[src/rtl/poll_status_pkg.sv]
package poll_status_pkg;
  typedef enum logic [1:0] {
    SRC_NONE   = 2'd0,
    SRC_ARRAY  = 2'd1,
    SRC_STATUS = 2'd2
  } rd_src_e;

  function automatic rd_src_e pick_src(input logic rd_act, input logic busy);
    if (!rd_act)   return SRC_NONE;
    else if (busy) return SRC_STATUS;
    else           return SRC_ARRAY;
  endfunction
endpackage

[src/rtl/rd_strobe_det.sv]
module rd_strobe_det (
  input  logic clk_i,
  input  logic rst_ni,
  input  logic ce_ni,
  input  logic oe_ni,
  input  logic we_ni,
  output logic rd_act_o,
  output logic rd_end_o
);
  logic rd_act_q;

  assign rd_act_o = ~ce_ni & ~oe_ni & we_ni;

  always_ff @(posedge clk_i or negedge rst_ni) begin
    if (!rst_ni) rd_act_q <= 1'b0;
    else         rd_act_q <= rd_act_o;
  end

  // access ends when the read condition drops
  assign rd_end_o = rd_act_q & ~rd_act_o;
endmodule

[src/rtl/tog_unit.sv]
module tog_unit (
  input  logic clk_i,
  input  logic rst_ni,
  input  logic busy_i,
  input  logic rd_end_i,
  output logic tog_o
);
  logic tog_q;

  always_ff @(posedge clk_i or negedge rst_ni) begin
    if (!rst_ni)                 tog_q <= 1'b0;
    else if (busy_i && rd_end_i) tog_q <= ~tog_q;
  end

  assign tog_o = tog_q;
endmodule

[src/rtl/last_poll_reg.sv]
module last_poll_reg (
  input  logic clk_i,
  input  logic rst_ni,
  input  logic load_i,
  input  logic d_i,
  output logic eff_o
);
  logic q;

  always_ff @(posedge clk_i or negedge rst_ni) begin
    if (!rst_ni)     q <= 1'b0;
    else if (load_i) q <= d_i;
  end

  // bypass so a read coinciding with the start sees the new byte
  assign eff_o = load_i ? d_i : q;
endmodule

[src/rtl/rd_data_fmt.sv]
module rd_data_fmt
  import poll_status_pkg::*;
#(
  parameter int DATA_W   = 8,
  parameter int POLL_BIT = 7,
  parameter int TOG_BIT  = 6
) (
  input  rd_src_e           src_i,
  input  logic              last_poll_i,
  input  logic              tog_i,
  input  logic [DATA_W-1:0] arr_i,
  output logic [DATA_W-1:0] data_o
);
  logic [DATA_W-1:0] stat;

  for (genvar i = 0; i < DATA_W; i++) begin : g_stat
    if (i == POLL_BIT) begin : g_poll
      assign stat[i] = ~last_poll_i;
    end else if (i == TOG_BIT) begin : g_tog
      assign stat[i] = tog_i;
    end else begin : g_zero
      assign stat[i] = 1'b0;
    end
  end

  always_comb begin
    unique case (src_i)
      SRC_ARRAY:  data_o = arr_i;
      SRC_STATUS: data_o = stat;
      default:    data_o = '0;
    endcase
  end
endmodule

[src/rtl/poll_status_rd.sv]
module poll_status_rd
  import poll_status_pkg::*;
#(
  parameter int DATA_W   = 8,
  parameter int POLL_BIT = 7,
  parameter int TOG_BIT  = 6
) (
  input  logic              clk_i,
  input  logic              rst_ni,
  input  logic              ce_ni,
  input  logic              oe_ni,
  input  logic              we_ni,
  input  logic              busy_i,
  input  logic              prog_start_i,
  input  logic [DATA_W-1:0] wr_data_i,
  input  logic [DATA_W-1:0] arr_data_i,
  output logic [DATA_W-1:0] bus_o,
  output logic              bus_oe_o
);
  logic    rd_act, rd_end, tog, last_poll;
  rd_src_e src;

  rd_strobe_det u_det (
    .clk_i, .rst_ni, .ce_ni, .oe_ni, .we_ni,
    .rd_act_o(rd_act), .rd_end_o(rd_end)
  );

  tog_unit u_tog (
    .clk_i, .rst_ni, .busy_i, .rd_end_i(rd_end), .tog_o(tog)
  );

  last_poll_reg u_last (
    .clk_i, .rst_ni, .load_i(prog_start_i),
    .d_i(wr_data_i[POLL_BIT]), .eff_o(last_poll)
  );

  assign src = pick_src(rd_act, busy_i);

  rd_data_fmt #(.DATA_W(DATA_W), .POLL_BIT(POLL_BIT), .TOG_BIT(TOG_BIT)) u_fmt (
    .src_i(src), .last_poll_i(last_poll), .tog_i(tog),
    .arr_i(arr_data_i), .data_o(bus_o)
  );

  assign bus_oe_o = rd_act;
endmodule

[config.mk]
export PLATFORM = sky130hd
export DESIGN_NAME = poll_status_rd
export DESIGN_NICKNAME = d
export VERILOG_FILES = /design/src/rtl/poll_status_pkg.sv /design/src/rtl/rd_strobe_det.sv /design/src/rtl/tog_unit.sv /design/src/rtl/last_poll_reg.sv /design/src/rtl/rd_data_fmt.sv /design/src/rtl/poll_status_rd.sv
export SDC_FILE = /design/constraint.sdc
export NUM_CORES = 1
export LEC_CHECK = 0
export BUFFER_PORTS_ARGS = -buffer_cell sky130_fd_sc_hd__buf_2
export CORE_AREA = 3 3 40 42
export CTS_CLUSTER_DIAMETER = 60
export CTS_CLUSTER_SIZE = 20
export DETAILED_ROUTE_END_ITERATION = 8
export DIE_AREA = 0 0 43 45
export PLACE_DENSITY = 0.58
export SETUP_SLACK_MARGIN = 0.2
export SYNTH_ARGS = -nofsm -noshare
export SYNTH_HDL_FRONTEND = slang
export SYNTH_SLANG_ARGS = --single-unit
[constraint.sdc]
create_clock -name clk_i -period 1.25 [get_ports clk_i]
set_input_delay 0.1875 -clock clk_i [delete_from_list [all_inputs] [get_ports clk_i]]
set_output_delay 0.1875 -clock clk_i [all_outputs]
set_load 0.03 [all_outputs]
Yosys cells after proc, flatten, opt, wreduce, memory -nomap -nowiden --
Cells that the tools add are included.
Storage, ports and cells: register bits after elaboration 3
Operators by class: equal/unequal tests 2, bitwise logic cells 8, multiplexer cells 4, reduce and logical (&&, ||, !) cells 1
Operators with widths (count):
- case mux 8 bit (2 select lines) | 1
- inverter 1 bit | 5
- two-way mux 2 bit | 2
- bitwise AND 1 bit | 3
- == test 2 x 1 -> 1 bit, second input constant | 1
- == test 2 bit, second input constant | 1
- logical AND 1 bit | 1
- two-way mux 1 bit | 1

Logic depth before layout (Yosys ltp) --
depth in word-level cells 6, mapped depth 3, depth with buffers taken out 3

Hierarchy --
A second synthesis with hierarchy kept.
Second synthesis, totals: cells, all modules 26, area total of the unflattened synthesis 247.7 um2
By module, submodules not included:
- rd_data_fmt | sequential area each 0.0 um2, instances 1, area each 110.1 um2, cells an instance 16
- rd_strobe_det | sequential area each 25.0 um2, instances 1, area each 43.8 um2, cells an instance 3
- last_poll_reg | sequential area each 25.0 um2, instances 1, area each 40.0 um2, cells an instance 2
- tog_unit | sequential area each 25.0 um2, instances 1, area each 37.5 um2, cells an instance 3
- poll_status_rd | sequential area each 0.0 um2, instances 1, area each 16.3 um2, cells an instance 2

Least setup slack after synthesis --
Ideal clock, no wire load.
kind in2out, start point input oe_ni, end point output bus_o[7], path slack -126 ps, data required time 1062 ps, data arrival time 1189 ps, path buffers 0, cell stages on the path 3, path through or3b_4 > inv_1 > and2_1
Between the ends: longest elaborated chain between the ends 6
RTL lines:
- start, declared | line poll_status_rd.sv:11 | input logic oe_ni,
- inverter 1 bit (*) | line rd_strobe_det.sv:12 | assign rd_act_o = ~ce_ni & ~oe_ni & we_ni;
- bitwise AND 1 bit (*) (2 in a row) | line rd_strobe_det.sv:12
- via bus_oe_o | line poll_status_rd.sv:18 | output logic bus_oe_o
- two-way mux 2 bit (*) | line poll_status_pkg.sv:9 | if (!rd_act) return SRC_NONE;
- == test 2 bit or == test 2 x 1 -> 1 bit (tied branches) | line rd_data_fmt.sv:27 | unique case (src_i)
- case mux 8 bit (2 select lines) (*) | line rd_data_fmt.sv:27
- end, declared | line poll_status_rd.sv:17 | output logic [DATA_W-1:0] bus_o,
The timed path passes the listed nets; every way through them passes the cells marked *.

Worst setup path after layout --
start point register u_last.q, end point output bus_o[7]
Between the ends: longest elaborated chain between the ends 3
RTL lines:
- start, declared | line last_poll_reg.sv:8 | logic q;
- start signal, assigned | line last_poll_reg.sv:12 | else if (load_i) q <= d_i;
- two-way mux 1 bit
- via last_poll | line poll_status_rd.sv:20 | logic rd_act, rd_end, tog, last_poll;
- inverter 1 bit | line rd_data_fmt.sv:18 | assign stat[i] = ~last_poll_i;
- case mux 8 bit (2 select lines) | line rd_data_fmt.sv:27
The timed path passes the listed nets, and every way through them passes these cells.

==> impl_metrics.toml <==
[placement]
port_buffers = 24
dpl.cell_count = 60
place_congestion = 0.679
dpl.hpwl_um = 556

[critical_path]
critPathSlowestCell = "dfrtp_1"
arrival_ns = 1.32
r2r-start = "u_last.q"
required_ns = 1.06
crit_chain = "mux2_4 -> mux2i_2 -> and2_4 -> buf_6"
crit_type = "reg2out"
start_kind = "flip-flop"
cpPeakStageDelay_ns = 0.35
cp_max_fo = 2
cp-end-kind = "output pin"
cp-startpoint = "u_last.q"

[floorplan]
rows = 13
die_w_um = 43
core_region_area_sq_mm = 0.00128
initial_core_util_pct = 15.4
die_y_um = 45
design.die.area_sq_mm = 0.00194
io_pins = 32

[grt]
track_usage_pct = 8.42
grt_pass1_wl_mm = 1.12
first_global_vias = 267
antenna_found_initial = 0
overflow = 0
grt_max_degree = 7

[sta]
hold_violations = 0
worst-slew-pin-transition_ns = 0.250
layout_setup_ws_ns = -0.258
fin_hold_ws_ns = 0.220
relSlewSlack_pct = 82.9
slew_viol_final = 0
period_share_pct = 121
max_freq_mhz = 663
finalCriticalPeriod_ns = 1.51
clock_skew_ns = 0.000988
rsz0062_at_grt = "yes"
finalSetupViolCount = 7

[yosys]
synthSimpleGateAreaFrac_pct = 38.0
synth-xor-area-share_pct = 4.43
postSynthCellCount = 20
syn-num-nets = 43
synth-seq-cells = 3
yosysTopAreaCellShare_pct = 38.0
synth.yosys.seq_area_share_pct = 38.0
yosysTopAreaCell = "dfrtp_1"
synth_cell_types = 10
syn_area_sq_um = 198
synth_top_family_by_area = "simple AND/OR/NAND/NOR gates"
synth.area.mux_share_pct = 15.8
synth_compound_area_share_pct = 0
synth_adder_area_share_pct = 0
postSynthAreaPerCell_sq_um = 9.88
ys_warn_count = 0
synth.area.top_cells = "dfrtp_1, and2_1, mux2i_1"

[drt]
firstDrtPassIters = 1
drc = 0
avgRoutedWirePerCell_um = 11.6
ant_nets = 0
drt-initial-drc-count = 0
vias = 264
via_per_inst = 4.06
wirelength_um = 754

[power_and_ir_drop]
power_frac_seq_pct = 30.4
cell_internal_pwr_mw = 0.309
cellLeakagePower_nw = 0.244
peakVddDrop_v = 0.000437
combPwrFrac_pct = 30.1
powerDensity_mw_per_mm2 = 883
switchingPower_mw = 0.118
p_sw_share_pct = 27.6
pwr-share-clk_pct = 39.4

[clock_network]
cts_setup_buffers = 0
clk-insertion-delay-late_ns = 0.23
clk_path_buf_depth = 2
cts_max_level = 1
cts_tree = "done"
cts_buffers = 3
root_buffer = "clkbuf_4"
cts.sinks = 3
clk_pin_slew_ns = 0.04

[cells_and_area]
drive_above_1_share_pct = 82.0
antenna_cells = 0
fin_cells = 65
fin_nets = 74
area_growth_pct = 144

[status]
failed_checks = "negative setup slack"
status = "finished with violations"

[min_path]
min_path_type = "in2reg"
hold_start = "wr_data_i[7]"

[flow_run]
max_cap_viol_count = 0
## area by class of cell
| class | instances | area, sq um |
|---|---|---|
| Clock buffer | 4 | 26.3 |
| Fill cell | 131 | 802 |
| Inverter | 2 | 11.3 |
| Multi-Input combinational cell | 15 | 148 |
| Sequential cell | 3 | 75.1 |
| Tap cell | 15 | 18.8 |
| Timing Repair Buffer | 26 | 204 |
## flip-flops by register name, summed over array words and instances, names as in the netlist
register,cells
u_last.q,1
u_det.rd_act_q,1
u_tog.tog_o,1
## placed cells by master (no fill, tap or decap)
cell type	count
and2_4	7
buf_2	14
buf_6	11
clkbuf_1	1
clkbuf_4	3
clkinvlp_4	1
dfrtp_1	3
dlygate4sd3_1	1
inv_1	1
mux2_4	1
mux2i_1	1
mux2i_2	1
nand3_1	1
nor2_4	2
or3b_4	1
xnor2_1	1
## cells by family (layout without fill, tap and decap cells)
logic type                count (synthesis)  in the layout
and+or+nand+nor                          11             11
muxes                                     3              3
DFF                                       3              3
buffers and inverters                     2             32
xor gates and xnor gates                  1              1
## worst paths after layout
| kind | endpoint | slack [ns] | depth (start not counted) |
|---|---|---|---|
| worst max-delay path | bus_o[7] | -0.26 | 4 |
| max in group asynchronous | u_tog.tog_o | 0.85 | 2 |
| worst max register to register | u_last.q | 0.50 | 1 |
| worst min-delay path | u_last.q | 0.22 | 2 |
| worst min register to register | u_tog.tog_o | 0.47 | 1 |
| min in group asynchronous | u_det.rd_act_q | 0.29 | 2 |
## critical path: cells and delay by family, from the launching register on
kind	cells	cell delay, ns
flip-flops	1	0.35
buffers and inverters	1	0.12
AND/OR/NAND/NOR	1	0.17
multiplexers	2	0.45
## metrics by stage
| step | TNS [ns] | utilization [%] | instance area, sq um | power [mW] | setup WS, ns |
|---|---|---|---|---|---|
| global route | -1.04 | 37.6 | 483 | 0.457 | -0.341 |
| CTS | -0.725 | 37.0 | 475 | 0.429 | -0.222 |
| floorplan | 0 | - | 221 | 0.189 | 0.0664 |
| detailed placement | -0.977 | 28.6 | 368 | 0.231 | -0.152 |
| finish | -0.703 | 37.6 | 483 | 0.426 | -0.258 |
| global placement | -0.920 | 28.6 | 368 | 0.231 | -0.144 |
## metal layers
metal | up-vias | global-route usage (%) | wire length [um]
met2 | 25 | 11.4 | 318
met1 | 112 | 8.23 | 250
met4 | 0 | 7.23 | 7
li1 | 125 | - | -
met3 | 2 | 6.77 | 178
met5 | - | 0 | 0
## cell usage after synthesis
| cell type | n |
|---|---|
| and2_1 | 7 |
| dfrtp_1 | 3 |
| inv_1 | 2 |
| mux2_2 | 1 |
| mux2i_1 | 2 |
| nand3_1 | 1 |
| nor2_1 | 1 |
| nor2_4 | 1 |
| or3b_4 | 1 |
| xnor2_1 | 1 |
## repair_timing
item / CTS / global route
endpoints found under the setup margin: 9 / 9
pin swaps: 5 / 2
resized for setup: 21 / 2
hold endpoints to repair: 3 / 0
hold buffers: 1 / 0
## power groups by stage
stage	clock network, mW	registers, mW	logic (mW)
after floorplan	0	0.130	0.0596
after global placement	0	0.131	0.0999
after detailed placement	0	0.131	0.101
after CTS	0.177	0.130	0.122
after global routing	0.188	0.132	0.137
final	0.168	0.130	0.128
Power figures use the tool's default switching activity.
